File: src/rtl/intx_pkg.sv
package intx_pkg;
    typedef enum logic {
        LINE_IDLE = 1'b0,
        LINE_PEND = 1'b1
    } line_state_t;

    localparam int WORD_W     = 32;
    localparam int NLINES     = 4;
    localparam int NERR       = 8;
    localparam int NREQ       = 7;
    localparam int WAITW      = 4;
    localparam int STS_LSB    = 28;
    localparam int LEN_LSB    = 22;
    localparam int CMD_EN_BIT = 27;
    localparam int PAR_EN_BIT = 26;
    localparam int BUS_EN_LSB = 16;
    localparam int PRI_LSB    = 8;
    localparam int WAIT_LSB   = 0;
    // plain read/write bits: 27..16, 14..8, 3..0
    localparam logic [WORD_W-1:0] RW_MASK = 32'h0FFF_7F0F;
endpackage

File: src/rtl/intx_line_fsm.sv
module intx_line_fsm
    import intx_pkg::*;
(
    input  logic clk,
    input  logic rst_n,
    input  logic level_in,
    input  logic ack,
    output logic pend
);
    line_state_t state_q, state_d;

    always_ff @(posedge clk or negedge rst_n) begin
        if (!rst_n) state_q <= LINE_IDLE;
        else        state_q <= state_d;
    end

    always_comb begin
        state_d = state_q;
        unique case (state_q)
            LINE_IDLE: if (level_in && !ack) state_d = LINE_PEND;
            LINE_PEND: if (ack)              state_d = LINE_IDLE;
            default:                         state_d = LINE_IDLE;
        endcase
    end

    always_comb begin
        pend = (state_q == LINE_PEND);
    end

    assert_ack_clears_R3: assert property (@(posedge clk) disable iff (!rst_n)
        ack |=> !pend);
    assert_level_sets_R2: assert property (@(posedge clk) disable iff (!rst_n)
        (level_in && !ack) |=> pend);
    assert_no_spurious_R2: assert property (@(posedge clk) disable iff (!rst_n)
        (!pend && !level_in) |=> !pend);
endmodule

File: src/rtl/intx_cfg_fields.sv
module intx_cfg_fields
    import intx_pkg::*;
#(
    parameter int W  = WORD_W,
    parameter int NB = W / 8
) (
    input  logic         clk,
    input  logic         rst_n,
    input  logic         we,
    input  logic [NB-1:0] be,
    input  logic [W-1:0] wdata,
    output logic [W-1:0] cfg_word,
    output logic [NLINES-1:0] line_en,
    output logic [NERR-1:0]   err_en
);
    logic [W-1:0] lane_mask;
    logic [W-1:0] wmask;
    logic [W-1:0] cfg_q;

    for (genvar k = 0; k < NB; k++) begin : g_lane
        assign lane_mask[8*k +: 8] = {8{be[k]}};
    end

    assign wmask = we ? (lane_mask & RW_MASK) : '0;

    always_ff @(posedge clk or negedge rst_n) begin
        if (!rst_n) cfg_q <= '0;
        else        cfg_q <= (cfg_q & ~wmask) | (wdata & wmask);
    end

    assign cfg_word = cfg_q;
    assign line_en  = cfg_q[LEN_LSB +: NLINES];
    assign err_en   = {cfg_q[CMD_EN_BIT], cfg_q[PAR_EN_BIT], cfg_q[BUS_EN_LSB +: 6]};

    assert_lane2_write_R8: assert property (@(posedge clk) disable iff (!rst_n)
        (we && be[2]) |=> (line_en[1:0] == $past(wdata[LEN_LSB +: 2])));
    assert_lane2_hold_R8: assert property (@(posedge clk) disable iff (!rst_n)
        !(we && be[2]) |=> $stable(line_en[1:0]));
endmodule

File: src/rtl/intx_irq_agg.sv
module intx_irq_agg
    import intx_pkg::*;
(
    input  logic        clk,
    input  logic        rst_n,
    input  logic        reg_we,
    input  logic [3:0]  reg_be,
    input  logic [31:0] reg_wdata,
    output logic [31:0] reg_rdata,
    input  logic [3:0]  intx_in,
    input  logic [7:0]  err_evt,
    output logic        irq_out
);
    logic [NLINES-1:0] ack;
    logic [NLINES-1:0] pend;
    logic [NLINES-1:0] line_en;
    logic [NERR-1:0]   err_en;
    logic [WORD_W-1:0] cfg_word;
    logic              irq_q;

    assign ack = {NLINES{reg_we & reg_be[3]}} & reg_wdata[STS_LSB +: NLINES];

    for (genvar i = 0; i < NLINES; i++) begin : g_line
        intx_line_fsm u_line (
            .clk      (clk),
            .rst_n    (rst_n),
            .level_in (intx_in[i]),
            .ack      (ack[i]),
            .pend     (pend[i])
        );
    end

    intx_cfg_fields u_cfg (
        .clk      (clk),
        .rst_n    (rst_n),
        .we       (reg_we),
        .be       (reg_be),
        .wdata    (reg_wdata),
        .cfg_word (cfg_word),
        .line_en  (line_en),
        .err_en   (err_en)
    );

    always_ff @(posedge clk or negedge rst_n) begin
        if (!rst_n) irq_q <= 1'b0;
        else        irq_q <= (|(pend & line_en)) | (|(err_evt & err_en));
    end

    always_comb begin
        reg_rdata = cfg_word;
        reg_rdata[STS_LSB +: NLINES] = pend;
    end
    assign irq_out = irq_q;

    assert_quiet_R5: assert property (@(posedge clk) disable iff (!rst_n)
        (((pend & line_en) == '0) && ((err_evt & err_en) == '0)) |=> !irq_out);
    assert_line_fires_R5: assert property (@(posedge clk) disable iff (!rst_n)
        (|(pend & line_en)) |=> irq_out);
    assert_err_fires_R6: assert property (@(posedge clk) disable iff (!rst_n)
        (|(err_evt & err_en)) |=> irq_out);
endmodule

File: config.mk
export PLATFORM = sky130hd
export DESIGN_NAME = intx_irq_agg
export DESIGN_NICKNAME = d
export VERILOG_FILES = /design/src/rtl/intx_pkg.sv /design/src/rtl/intx_line_fsm.sv /design/src/rtl/intx_cfg_fields.sv /design/src/rtl/intx_irq_agg.sv
export SDC_FILE = /design/constraint.sdc
export NUM_CORES = 1
export LEC_CHECK = 0
export BUFFER_PORTS_ARGS = -buffer_cell sky130_fd_sc_hd__buf_2
export CAP_MARGIN = 5
export CORE_MARGIN = 4
export CORE_UTILIZATION = 37
export DETAILED_ROUTE_END_ITERATION = 8
export GPL_ROUTABILITY_DRIVEN = 0
export PLACE_DENSITY = 0.83
export SYNTH_ARGS = -nofsm -noshare
export SYNTH_HDL_FRONTEND = slang
export SYNTH_SLANG_ARGS = --single-unit
File: constraint.sdc
create_clock -name clk -period 0.95 [get_ports clk]
set_input_delay 0.19 -clock clk [delete_from_list [all_inputs] [get_ports clk]]
set_output_delay 0.19 -clock clk [all_outputs]
set_load 0.03 [all_outputs]
==> results.yml, run 1 <==
routing:
  wirelength_um: 3900
  drt_iter0_markers: 36
  ant_nets: 0
  vias: 1086
  vias_per_cell: 4.56
  drcViolationCount: 0
  wire_per_inst_um: 16.4
  dr.pass1.iters: 3
global_routing:
  antenna_found_initial: 0
  grt.busiest_layer: "met2"
  grt_max_degree: 17
  grt_pass1_vias: 1230
  grt-ovfl-total: 0
  grt.met3_usage: 0.0472
  grt_use_total: 0.180
  met2_usage: 0.342
  grt_pass1_wl_um: 5930
  grtUsageMet1: 0.175
worst_setup_path:
  cp_slowest_cell: "dfrtp_2"
  crit_chain: "buf_6, buf_6"
  cp.arrival_ns: 1.03
  critPathLaunchType: "flip-flop"
  endpoint_kind: "output port"
  critPathMaxStageDelay_ns: 0.45
  crit_top_cell: "buf_6"
  crit_fanout: 2
  worstSetupPathType: "reg2out"
  worstPathRequired_ns: 0.76
cts:
  clkTransAtPathRegs_ns: 0.16
  cts_root_buf: "clkbuf_4"
  clock_path_buffers: 2
  clk_latency_ns: 0.33
  cts.sinks: 28
  numCtsBuffers: 3
  cts_tree: "done"
  h-tree-depth: 1
placement:
  dp_hpwl_um: 2460
  port_buffers: 73
sta:
  fin_crit_ns: 1.22
  setup_tns_ns: -5.35
  post-route-period-util: 1.28
  finalMaxSlewViolations: 0
  worst_slack_ns: -0.270
  fmax_mhz: 820
  final_hold_viol_count: 0
  setup_violations: 35
  whs_ns: 0.0292
  skew_ns: 0.0152
  rsz0062_at_grt: "true"
finish:
  post-route-util: 0.683
  n_antenna_cell: 0
  drive_above_1_share: 0.792
  areaGrowthSynthToFinish_pct: 76.8
  nets: 244
  nFillCells: 239
flow_run:
  drv_cap: 0
status:
  violations: "setup timing"
  run_status: "finished, violations left"
synthesis:
  syn_avg_cell_area_um2: 15.9
  synth_seq_cells: 28
  yosysWarnings: 0
  yosys.area.top_type: "dfrtp_1"
  seq_area_frac_synth: 0.544
  syn_area_mm2: 0.00129
  postSynthCellCount: 81
  ys_types: 12
  synthTopCellsByArea: "dfrtp_1, mux2_4, buf_4"
  yosys.area.top_type_share: 0.544
power_and_ir_drop:
  irDropWorstVdd_v: 0.00125
  leakagePower_nw: 1.18
  p_per_area_mw_per_mm2: 1730
floorplanning:
  rows: 21
  num_io_pins: 84
  die_area_mm2: 0.00449
  initial_core_util: 0.386
  die_w_um: 67.0
  die_y_um: 67.0
  core_mm2: 0.00334
worst_hold_path:
  min_from: "reg_wdata[28]"
  hold_class: "in2reg"
## power by group
group	internal, mW	switching (mW)
registers	1.36	0.127
clock network	0.427	0.355
logic	0.933	0.732
total	2.72	1.21
## per-stage QoR
stage	total power, mW	instance area (um^2)	instances	setup slack, ns
CTS	3.81	2190	230	-0.259
global route	4.10	2280	238	-0.315
detailed placement	2.61	1770	205	-0.133
finish	3.93	2280	238	-0.270
floorplan	2.21	1330	85	-0.114
global placement	2.58	1770	205	-0.116
## per-layer routing
metal,vias to the layer above,wire (um)
met1,522,1300
met5,-,0
met2,50,2180
li1,500,-
met3,14,250
met4,0,169
## cells in the mapped netlist (all sizes together)
cell and instances:
a221oi 3, conb 1, dfrtp 28, mux2 23
nor2 4, nand2 4, a31oi 4, buf 10
a22o 3, nand3 1
## critical path: cells and delay by family, from the launching register on
kind | cells | cell delay (ns)
flip-flops | 1 | 0.45
buffers and inverters | 2 | 0.25
## path summary, 6_finish.rpt
kind / end / cells after the start / slack, ns
worst min register to register: flip-flop / 1 / 0.56
worst min-delay path: g_line[0].u_line.pend / 2 / 0.03
max in group asynchronous: asynchronous set/reset pin / 3 / 0.26
min in group asynchronous: irq_out / 2 / 0.27
worst max register to register: irq_out / 4 / -0.19
worst max-delay path: reg_rdata[26] / 2 / -0.27
## logic make-up (layout without fill, tap and decap cells)
| family | after synthesis | after routing | share of synthesized area |
|---|---|---|---|
| buffers and inverters | 10 | 117 | 0.0612 |
| muxes | 23 | 23 | 0.268 |
| other | 1 | 5 | 0.00291 |
| AOI/OAI and AO/OA | 10 | 10 | 0.0602 |
| DFF | 28 | 28 | 0.544 |
| and+or+nand+nor | 9 | 9 | 0.0641 |
## cell type report
class                      instances  area [um^2]  area share
clock inverter                     1         30.0      0.0132
sequential                        28          708       0.311
clock buffer                       3         22.5     0.00988
multi-input combinational         47          546       0.239
tap                               46         57.6      0.0253
timing repair buffer             113          915       0.401
## layout by cell type, fill, tap and decap left out, drive strengths merged
cell type / count
a221oi: 3
a22o: 3
a31oi: 4
buf: 111
bufinv: 1
clkbuf: 3
conb: 5
dfrtp: 28
dlygate4sd3: 2
mux2: 23
nand2: 4
nand3: 1
nor2: 4
## timing repair
action                                  4_1_cts  5_1_grt
hold endpoints to repair                     12        1
setup buffers                                20        8
endpoints found under the setup margin       29       33
pin swaps                                     1        2
resized for setup                            65        8
hold buffers                                  1        1
(Power assumes the default switching activity.)
==> run 2: changes to the inputs <==
- CORE_UTILIZATION: 37 -> 46
- CTS_BUF_LIST: unset -> sky130_fd_sc_hd__clkbuf_4 sky130_fd_sc_hd__clkbuf_8
- PLACE_DENSITY: 0.83 -> 0.94
- clock period: 0.95 -> 1.5 ns (I/O delays scaled with it)
==> run 2 against run 1 <==
  * The run now ends clean
  * Sequential cell count unchanged
  * Wire length decreased by 22%
  * Critical endpoint is now reg_rdata[21]
  * Hold slack improved by 0.11 ns
  * Worst setup slack improved by 0.50 ns
  * Clock skew decreased by 0.013 ns
  * Non-clock buffer count decreased by 39
  * Utilization decreased by 3.1 points
  * First-iteration DRC count decreased by 53%
  * Combinational power decreased by 62%
==> results.yml, run 2 (synthesis results as in run 1) <==
cts:
  numCtsBuffers: 3
  clock_path_buffers: 2
  clkTransAtPathRegs_ns: 0.14
  cts_resized: 0
  h-tree-depth: 1
  cts_tree: "done"
  cts.sinks: 28
  ctsHoldBuffers: 1
  clk_latency_ns: 0.32
  cts_root_buf: "clkbuf_4"
  post_cts_buffers: 0
worst_setup_path:
  cp_slowest_cell: "dfrtp_1"
  worstPathRequired_ns: 1.20
  critPathMaxStageDelay_ns: 0.41
  worstSetupPathType: "reg2out"
  critPathLaunchType: "flip-flop"
  cp.arrival_ns: 0.97
  crit_fanout: 3
  cpLargestDelayFamily: "flip-flops"
  endpoint_kind: "output port"
  crit_buf_inv: 1
  crit_chain: "buf_2"
global_routing:
  antenna_found_initial: 0
  grt_use_total: 0.179
  grt-ovfl-total: 0
  grt_pass1_vias: 1032
  grt_pass1_wl_um: 4780
  grt_max_degree: 29
placement:
  dp_hpwl_um: 2410
  pre_cts_ws_ns: 0.257
  port_buffers: 73
  post-place-cells: 178
sta:
  skew_ns: 0.00174
  worst_pin_slew_ns: 0.608
  maxSlewHeadroom: 0.594
  worst_slack_ns: 0.235
  setup_violations: 0
  post-route-period-util: 0.843
  fmax_mhz: 790
  rsz0062_at_grt: "false"
  final_hold_viol_count: 0
  setup_tns_ns: 0
  fin_crit_ns: 1.27
  finalMaxSlewViolations: 0
finish:
  post-route-util: 0.652
  n_antenna_cell: 0
  layout_common_cells: "buf_2, dfrtp_1, mux2_4"
  drive_above_1_share: 0.680
  nets: 205
  instances_no_fill: 183
  final_common_cell: "buf_2"
  areaGrowthSynthToFinish_pct: 29.9
status:
  run_status: "finished, final reports clean"
power_and_ir_drop:
  p_int_mw: 1.27
  p_sw_mw: 0.654
  p_sw_frac: 0.340
  irDropWorstVdd_v: 0.00108
  p_per_area_mw_per_mm2: 1150
  clockPowerShare: 0.187
  p_seq_frac: 0.482
  leakagePower_nw: 0.902
  p_comb_frac: 0.332
floorplanning:
  rows: 18
  num_io_pins: 84
  die_area_mm2: 0.00371
  initial_core_util: 0.502
  die_w_um: 60.9
  die_y_um: 60.9
  core_mm2: 0.00257
routing:
  wirelength_um: 3050
  ant_nets: 0
  drcViolationCount: 0
  vias: 930
  wire_per_inst_um: 16.7
  dr.pass1.iters: 4
  vias_per_cell: 5.08
  drt_iter0_markers: 17
worst_hold_path:
  min_from: "reg_wdata[30]"
  hold_class: "in2reg"
flow_run:
  drv_cap: 0
-- run 2: final cells by class --
class | count | area, um^2
well taps | 30 | 37.5
flip-flops and latches | 28 | 701
repair buffers | 74 | 375
clock buffers | 4 | 36.3
fillers | 198 | 893
multi-input cells | 47 | 524
-- run 2: path summary, 6_finish.rpt --
| check | to | slack, ns | cells after the start |
|---|---|---|---|
| worst min-delay path | g_line[2].u_line.pend | 0.14 | 2 |
| min in group asynchronous | asynchronous set/reset pin | 0.54 | 2 |
| worst min register to register | flip-flop | 0.53 | 1 |
| max in group asynchronous | asynchronous set/reset pin | 0.56 | 2 |
| worst max-delay path | reg_rdata[21] | 0.23 | 1 |
| worst max register to register | irq_out | 0.33 | 3 |
-- run 2: power by group through the flow --
stage	Combinational (mW)	Sequential [mW]	Clock, mW
after global placement	0.624	0.930	0
after global routing	0.676	0.942	0.405
after CTS	0.645	0.929	0.372
after floorplan	0.258	1.12	0
after detailed placement	0.641	0.940	0
final	0.638	0.928	0.360
-- run 2: layer usage --
metal,track usage,wire length [um]
met5,0,0
met4,0.0898,125
met3,0.0489,233
met2,0.322,1590
met1,0.190,1100
-- run 2: metrics by stage --
step | cell area (um^2) | hold WS (ns) | power (mW)
6_report | 1670 | 0.137 | 1.93
5_1_grt | 1670 | 0.123 | 2.02
4_1_cts | 1670 | 0.126 | 1.95
3_5_place_dp | 1630 | 0.345 | 1.58
3_3_place_gp | 1630 | 0.322 | 1.55
2_1_floorplan | 1300 | 0.00441 | 1.38
